`src/rtl/ddr3_tcalc_pkg.sv`:
```
package ddr3_tcalc_pkg;

    typedef enum logic [2:0] {
        ST_IDLE,
        ST_RFC_GO,
        ST_RFC_WAIT,
        ST_WR_GO,
        ST_WR_WAIT,
        ST_PACK
    } calc_state_t;

    localparam int NS_W       = 9;
    localparam int DIVISOR    = 1000;
    localparam int ROUND_ADD  = DIVISOR - 1;
    localparam int REFI_MUL   = 7987;
    localparam int REFI_SHIFT = 10;
    localparam int TWR_NS     = 15;

    localparam int DENS_CODES = 6;
    localparam int DENS_BASE  = 256;

    typedef logic [NS_W-1:0] ns_t;
    localparam ns_t RFC_NS [DENS_CODES] = '{9'd90, 9'd90, 9'd110, 9'd160, 9'd300, 9'd350};

    localparam int MR_CAS_LSB = 4;
    localparam int MR_WR_LSB  = 9;

endpackage

```
`src/rtl/ddr3_tcalc_rfc_lut.sv`:
```
module ddr3_tcalc_rfc_lut
    import ddr3_tcalc_pkg::*;
#(
    parameter int DENS_W = 14
) (
    input  logic [DENS_W-1:0] density_mb,
    output logic [NS_W-1:0]   trfc_ns
);

    always_comb begin
        trfc_ns = RFC_NS[0];
        for (int k = 0; k < DENS_CODES; k++) begin
            if (32'(density_mb) == (DENS_BASE << k)) begin
                trfc_ns = RFC_NS[k];
            end
        end
    end

endmodule

```
`src/rtl/ddr3_tcalc_div1000.sv`:
```
module ddr3_tcalc_div1000
    import ddr3_tcalc_pkg::*;
#(
    parameter int NUM_W = 21
) (
    input  logic             clk,
    input  logic             rst_n,
    input  logic             go,
    input  logic [NUM_W-1:0] num,
    output logic [NUM_W-1:0] quot,
    output logic             fin
);

    localparam int REM_W = $clog2(2 * DIVISOR);
    localparam int CNT_W = $clog2(NUM_W + 1);
    localparam logic [REM_W-1:0] DIV_V = DIVISOR[REM_W-1:0];

    logic [NUM_W-1:0] q_sr;
    logic [REM_W-1:0] rem;
    logic [CNT_W-1:0] cnt;
    logic             active;
    logic [REM_W-1:0] trial;
    logic             fits;

    always_comb begin
        trial = {rem[REM_W-2:0], q_sr[NUM_W-1]};
        fits  = (trial >= DIV_V);
    end

    always_ff @(posedge clk) begin
        if (!rst_n) begin
            q_sr   <= '0;
            rem    <= '0;
            cnt    <= '0;
            active <= 1'b0;
            fin    <= 1'b0;
        end else if (go) begin
            q_sr   <= num;
            rem    <= '0;
            cnt    <= CNT_W'(NUM_W);
            active <= 1'b1;
            fin    <= 1'b0;
        end else if (active) begin
            q_sr <= {q_sr[NUM_W-2:0], fits};
            rem  <= fits ? (trial - DIV_V) : trial;
            cnt  <= cnt - 1'b1;
            if (cnt == CNT_W'(1)) begin
                active <= 1'b0;
                fin    <= 1'b1;
            end
        end else begin
            fin <= 1'b0;
        end
    end

    assign quot = q_sr;

endmodule

```
`src/rtl/ddr3_tcalc_wr_enc.sv`:
```
module ddr3_tcalc_wr_enc #(
    parameter int CNT_W = 21
) (
    input  logic [CNT_W-1:0] twr_ck,
    output logic [2:0]       wr_code
);

    always_comb begin
        if (twr_ck < CNT_W'(5)) begin
            wr_code = 3'd1;
        end else if (twr_ck <= CNT_W'(8)) begin
            wr_code = 3'(twr_ck - CNT_W'(4));
        end else if (twr_ck <= CNT_W'(10)) begin
            wr_code = 3'd5;
        end else begin
            wr_code = 3'd6;
        end
    end

endmodule

```
`src/rtl/ddr3_tcalc.sv`:
```
module ddr3_tcalc
    import ddr3_tcalc_pkg::*;
#(
    parameter int CLK_W        = 12,
    parameter int DENS_W       = 14,
    parameter int CAS_W        = 4,
    parameter int RFC_FIELD_W  = 8,
    parameter int REFI_FIELD_W = 16,
    parameter int MODE_W       = 16
) (
    input  logic                                clk,
    input  logic                                rst_n,
    input  logic                                start,
    input  logic [CLK_W-1:0]                    dram_mhz,
    input  logic [DENS_W-1:0]                   density_mb,
    input  logic [CAS_W-1:0]                    cas_lat,
    output logic                                busy,
    output logic                                done,
    output logic [RFC_FIELD_W+REFI_FIELD_W-1:0] refresh_word,
    output logic [MODE_W-1:0]                   mode_word,
    output logic                                field_ovf
);

    localparam int NUM_W = CLK_W + NS_W;
    localparam logic [31:0] RFC_LIMIT  = 32'd1 << RFC_FIELD_W;
    localparam logic [31:0] REFI_LIMIT = 32'd1 << REFI_FIELD_W;

    calc_state_t state, state_nx;

    logic [CLK_W-1:0] mhz_q;
    logic [NS_W-1:0]  ns_q;
    logic [CAS_W-1:0] cas_q;
    logic [NUM_W-1:0] trfc_q;
    logic [NUM_W-1:0] twr_q;
    logic [NS_W-1:0]  ns_lookup;
    logic [NUM_W-1:0] div_num;
    logic [NUM_W-1:0] div_quot;
    logic             div_go;
    logic             div_fin;
    logic [2:0]       wr_code;
    logic [31:0]      trfc32;
    logic [31:0]      trefi32;
    logic [MODE_W-1:0] mode_nx;

    ddr3_tcalc_rfc_lut #(.DENS_W(DENS_W)) u_lut (
        .density_mb (density_mb),
        .trfc_ns    (ns_lookup)
    );

    ddr3_tcalc_div1000 #(.NUM_W(NUM_W)) u_div (
        .clk   (clk),
        .rst_n (rst_n),
        .go    (div_go),
        .num   (div_num),
        .quot  (div_quot),
        .fin   (div_fin)
    );

    ddr3_tcalc_wr_enc #(.CNT_W(NUM_W)) u_wr (
        .twr_ck  (twr_q),
        .wr_code (wr_code)
    );

    // State register
    always_ff @(posedge clk) begin
        if (!rst_n) state <= ST_IDLE;
        else        state <= state_nx;
    end

    // Next-state logic
    always_comb begin
        state_nx = state;
        unique case (state)
            ST_IDLE:     if (start) state_nx = ST_RFC_GO;
            ST_RFC_GO:   state_nx = ST_RFC_WAIT;
            ST_RFC_WAIT: if (div_fin) state_nx = ST_WR_GO;
            ST_WR_GO:    state_nx = ST_WR_WAIT;
            ST_WR_WAIT:  if (div_fin) state_nx = ST_PACK;
            ST_PACK:     state_nx = ST_IDLE;
            default:     state_nx = ST_IDLE;
        endcase
    end

    always_comb begin
        div_go  = (state == ST_RFC_GO) || (state == ST_WR_GO);
        div_num = (state == ST_WR_GO)
                ? NUM_W'(TWR_NS) * NUM_W'(mhz_q) + NUM_W'(ROUND_ADD)
                : NUM_W'(ns_q)   * NUM_W'(mhz_q) + NUM_W'(ROUND_ADD);
        trfc32  = 32'(trfc_q);
        trefi32 = (32'(REFI_MUL) * 32'(mhz_q)) >> REFI_SHIFT;
        mode_nx = '0;
        mode_nx[MR_CAS_LSB +: 3] = 3'(cas_q - CAS_W'(4));
        mode_nx[MR_WR_LSB  +: 3] = wr_code;
    end

    assign busy = (state != ST_IDLE);

    // Datapath and outputs
    always_ff @(posedge clk) begin
        if (!rst_n) begin
            mhz_q        <= '0;
            ns_q         <= '0;
            cas_q        <= '0;
            trfc_q       <= '0;
            twr_q        <= '0;
            done         <= 1'b0;
            refresh_word <= '0;
            mode_word    <= '0;
            field_ovf    <= 1'b0;
        end else begin
            done <= 1'b0;
            unique case (state)
                ST_IDLE: begin
                    if (start) begin
                        mhz_q <= dram_mhz;
                        ns_q  <= ns_lookup;
                        cas_q <= cas_lat;
                    end
                end
                ST_RFC_WAIT: if (div_fin) trfc_q <= div_quot;
                ST_WR_WAIT:  if (div_fin) twr_q  <= div_quot;
                ST_PACK: begin
                    refresh_word <= {trefi32[REFI_FIELD_W-1:0], trfc32[RFC_FIELD_W-1:0]};
                    mode_word    <= mode_nx;
                    field_ovf    <= (trfc32 >= RFC_LIMIT) || (trefi32 >= REFI_LIMIT);
                    done         <= 1'b1;
                end
                default: ;
            endcase
        end
    end

endmodule

```
`config.mk`:
```
export PLATFORM = sky130hd
export DESIGN_NAME = ddr3_tcalc
export DESIGN_NICKNAME = d
export VERILOG_FILES = /design/src/rtl/ddr3_tcalc_pkg.sv /design/src/rtl/ddr3_tcalc_rfc_lut.sv /design/src/rtl/ddr3_tcalc_div1000.sv /design/src/rtl/ddr3_tcalc_wr_enc.sv /design/src/rtl/ddr3_tcalc.sv
export SDC_FILE = /design/constraint.sdc
export NUM_CORES = 1
export LEC_CHECK = 0
export ABC_AREA = 1
export CAP_MARGIN = 25
export CORE_UTILIZATION = 35
export CTS_CLUSTER_SIZE = 40
export DETAILED_ROUTE_END_ITERATION = 7
export DONT_BUFFER_PORTS = 1
export REMOVE_ABC_BUFFERS = 1
export SLEW_MARGIN = 20
export SYNTH_ARGS = -nofsm -noshare
export SYNTH_HDL_FRONTEND = slang
export SYNTH_SLANG_ARGS = --single-unit
export TNS_END_PERCENT = 30
```
`constraint.sdc`:
```
create_clock -name clk -period 6.2 [get_ports clk]
set_input_delay 1.24 -clock clk [delete_from_list [all_inputs] [get_ports clk]]
set_output_delay 1.24 -clock clk [all_outputs]
set_load 0.01 [all_outputs]
```
==> flow_summary.ini <==
[logic_synthesis]
synth_compound_area_share_pct = 13.4
synth_fa_ha_area_share_pct = 34.2
syn_avg_cell_area_um2 = 7.42
synth_edf_count = 0
ys_ff_latch = 136
async_flop_share_pct = 0
synth_area_um2 = 13800
synth_warnings = 0
synth_cell_types = 49
synthCells = 1856
synthMuxAreaShare_pct = 0
synth_top_family_by_area = adder cells
synth-simple-area-share_pct = 18.2
synth_ff_type = dfxtp_1
synth_xor_xnor_area_share_pct = 1.40
ys_seq_area_share_pct = 19.8

[placed_design]
post-place-ws_ns = 1.22
place_area_um2 = 14200
routabilityCongestion = 0.874
numPortBuffers = 0
hpwl_mm = 26.3

[global_routing]
antenna_found_initial = 0
grt_use_total_pct = 17.3
grt_max_degree = 89
gr-total-overflow = 0
grt_pass1_wl_mm = 57.0
grt_pass1_vias = 11700

[cells_and_area]
fin_area_um2 = 14800
drive_gt1_share_pct = 3.92
utilization_pct = 38.3
area.growth.synth_to_final_pct = 7.78
nets = 2154
n_antenna_cell = 0

[sta]
slew_headroom_pct = 37.6
rsz0062_at_grt = no
fin_worst_skew_ns = 0.0151
tns_ns = 0
setup_viol = 0
drv_slew = 0
period_share_pct = 80.9
setup_ws_ns = 1.18
timing.fmax_mhz = 199
final_hold_viol_count = 0
period_minus_slack_ns = 5.02
max_slew.worst_pin.slew_ns = 0.934

[setup_path]
slowest_delay_ns = 0.75
reg2reg_depth = 16
cpMostUsedCell = inv_1
crit_type = register to register
reg2reg_slack_ns = 1.18
r2r-end = refresh_word[10]$_SDFFE_PN0P_
arrival_ns = 5.40
r2r_start = mhz_q[11]$_SDFFE_PN0P_
crit_fanout = 13
startpoint_type = register
critical_path_required_ns = 6.58
cp_slowest_cell = dfxtp_1
crit_start = mhz_q[11]$_SDFFE_PN0P_
critPathCaptureType = register
crit_chain = ha_1 -> inv_1 -> fa_1 -> inv_1 -> fa_1 -> fa_1 -> fa_1 -> inv_1 -> ha_1 -> nand2_1 -> o21ai_0 -> inv_1 -> nand2_1 -> xor2_1 -> o21ai_0 -> inv_1

[route]
wl_per_cell_um = 14.2
vias = 11500
drc = 0
wl_mm = 33.4
drtPass1Iterations = 5
drtIter0Drc = 502
viasPerCell = 4.88
ant_nets = 0

[floorplanning]
die_y_um = 200
coreArea_um2 = 38700
rows = 72
io_pins = 76
start_util_pct = 35.5
die_area_um2 = 40100
fp.dieW_um = 200

[clock_tree]
cts-resized-gates = 0
clkSlewWorstSetupHoldPaths_ns = 0.07
cts.sinks = 136
cts_tree = yes
cts_root_buf = clkbuf_16
clockBufferDepth = 2
cts_inserted_buffers = 17
cts_setup_buffers = 0
htree_levels = 4
clk_latency_ns = 0.44
holdBufCountCts = 0

[min_path]
hold_depth = 1
hp-start = cas_q[2]$_SDFFE_PN0P_
min-delay-path-class = register to register
hold_end = mode_word[6]$_SDFFE_PN0P_

[status]
status = finished, final reports clean

[run]
drv_cap = 0
[Yosys cell counts (11+ instances only)]
library cell  count  share of area [%]
nand3_1          93                3.4
a21oi_1         166                6.0
clkbuf_1         43                1.2
nand2_1         335                9.1
o21ai_0         137                5.0
buf_2            14               0.51
dfxtp_1         136                 20
inv_1           378                 10
ha_1            167                 15
xor2_1           17                1.1
fa_1            131                 19
nand4_1          19               0.86
nor2_1          103                2.8
nor3_1           12               0.44
buf_4            11               0.60
[worst max path at each step]
stage	end
after floorplan	refresh_word[21]$_SDFFE_PN0P_
after global placement	refresh_word[18]$_SDFFE_PN0P_
after detailed placement	refresh_word[18]$_SDFFE_PN0P_
after CTS	refresh_word[18]$_SDFFE_PN0P_
after global routing	refresh_word[18]$_SDFFE_PN0P_
final	refresh_word[10]$_SDFFE_PN0P_
[layer usage]
metal  vias to the layer above  global-route usage (%)  wire (um)
met5                         -                       0          0
met2                       201                    31.3      16900
li1                       5776                       -          -
met4                         0                    5.13        640
met3                        42                    2.23       1140
met1                      5479                    21.4      14800
[flip-flops by register name, indices dropped and copies added (netlist names), 6 cells and up]
register	flops
refresh_word	23
trfc_q	21
twr_q	21
u_div.quot	21
mhz_q	12
u_div.rem	10
ns_q	7
mode_word	6
[metrics by stage]
step	hold WS [ns]	instances
CTS	0.431	2354
finish	0.434	2354
floorplan	0.405	1794
detailed placement	0.430	2322
global route	0.461	2354
global placement	0.413	2322
[worst max-delay path, delay by kind of cell, from the launching register on]
family | cells | cell delay [ns]
adders and majority gates | 6 | 2.74
DFF | 1 | 0.75
AOI/OAI and AO/OA | 2 | 0.53
buffers and inverters | 5 | 0.43
xor gates and xnor gates | 1 | 0.26
and+or+nand+nor | 2 | 0.22
[logic make-up after synthesis]
family / after synthesis
AND/OR/NAND/NOR: 591
buffers and inverters: 460
AO/OA/AOI/OAI: 348
adder cells (fa/ha/maj): 298
flip-flops: 136
XOR/XNOR: 22
other: 1
[area by class of cell]
| class | count | area [um^2] |
|---|---|---|
| clock buffers | 22 | 494 |
| clock inverters | 10 | 155 |
| flip-flops and latches | 136 | 2720 |
| well taps | 518 | 648 |
| inverters | 388 | 1460 |
| fillers | 4112 | 23900 |
| multi-input cells | 1270 | 9290 |
| repair buffers | 10 | 75.1 |
[cells in the final DEF (no fill, tap or decap), types with 4 or more instances in the layout]
| master | synthesis | final |
|---|---|---|
| ha_1 | 167 | 167 |
| buf_4 | 11 | 10 |
| xor2_1 | 17 | 17 |
| dfxtp_1 | 136 | 136 |
| or2_2 | 8 | 8 |
| nor3_1 | 12 | 12 |
| nor2_1 | 103 | 103 |
| inv_1 | 378 | 378 |
| o21ai_0 | 137 | 137 |
| clkbuf_8 | 0 | 5 |
| clkbuf_16 | 0 | 17 |
| nand2_1 | 335 | 335 |
| nand4_1 | 19 | 19 |
| a21o_1 | 4 | 4 |
| o21ai_1 | 5 | 5 |
| inv_2 | 10 | 10 |
| fa_1 | 131 | 131 |
| conb_1 | 1 | 11 |
| nand3_1 | 93 | 93 |
| a21oi_1 | 166 | 166 |
| xnor2_1 | 5 | 5 |
| a31oi_1 | 7 | 7 |
| o21bai_1 | 6 | 6 |
| nor4_1 | 5 | 5 |
| a22oi_1 | 4 | 4 |
Power is not shown: default switching activity piles up to over one toggle a cycle in this logic, so the estimate is an artifact.
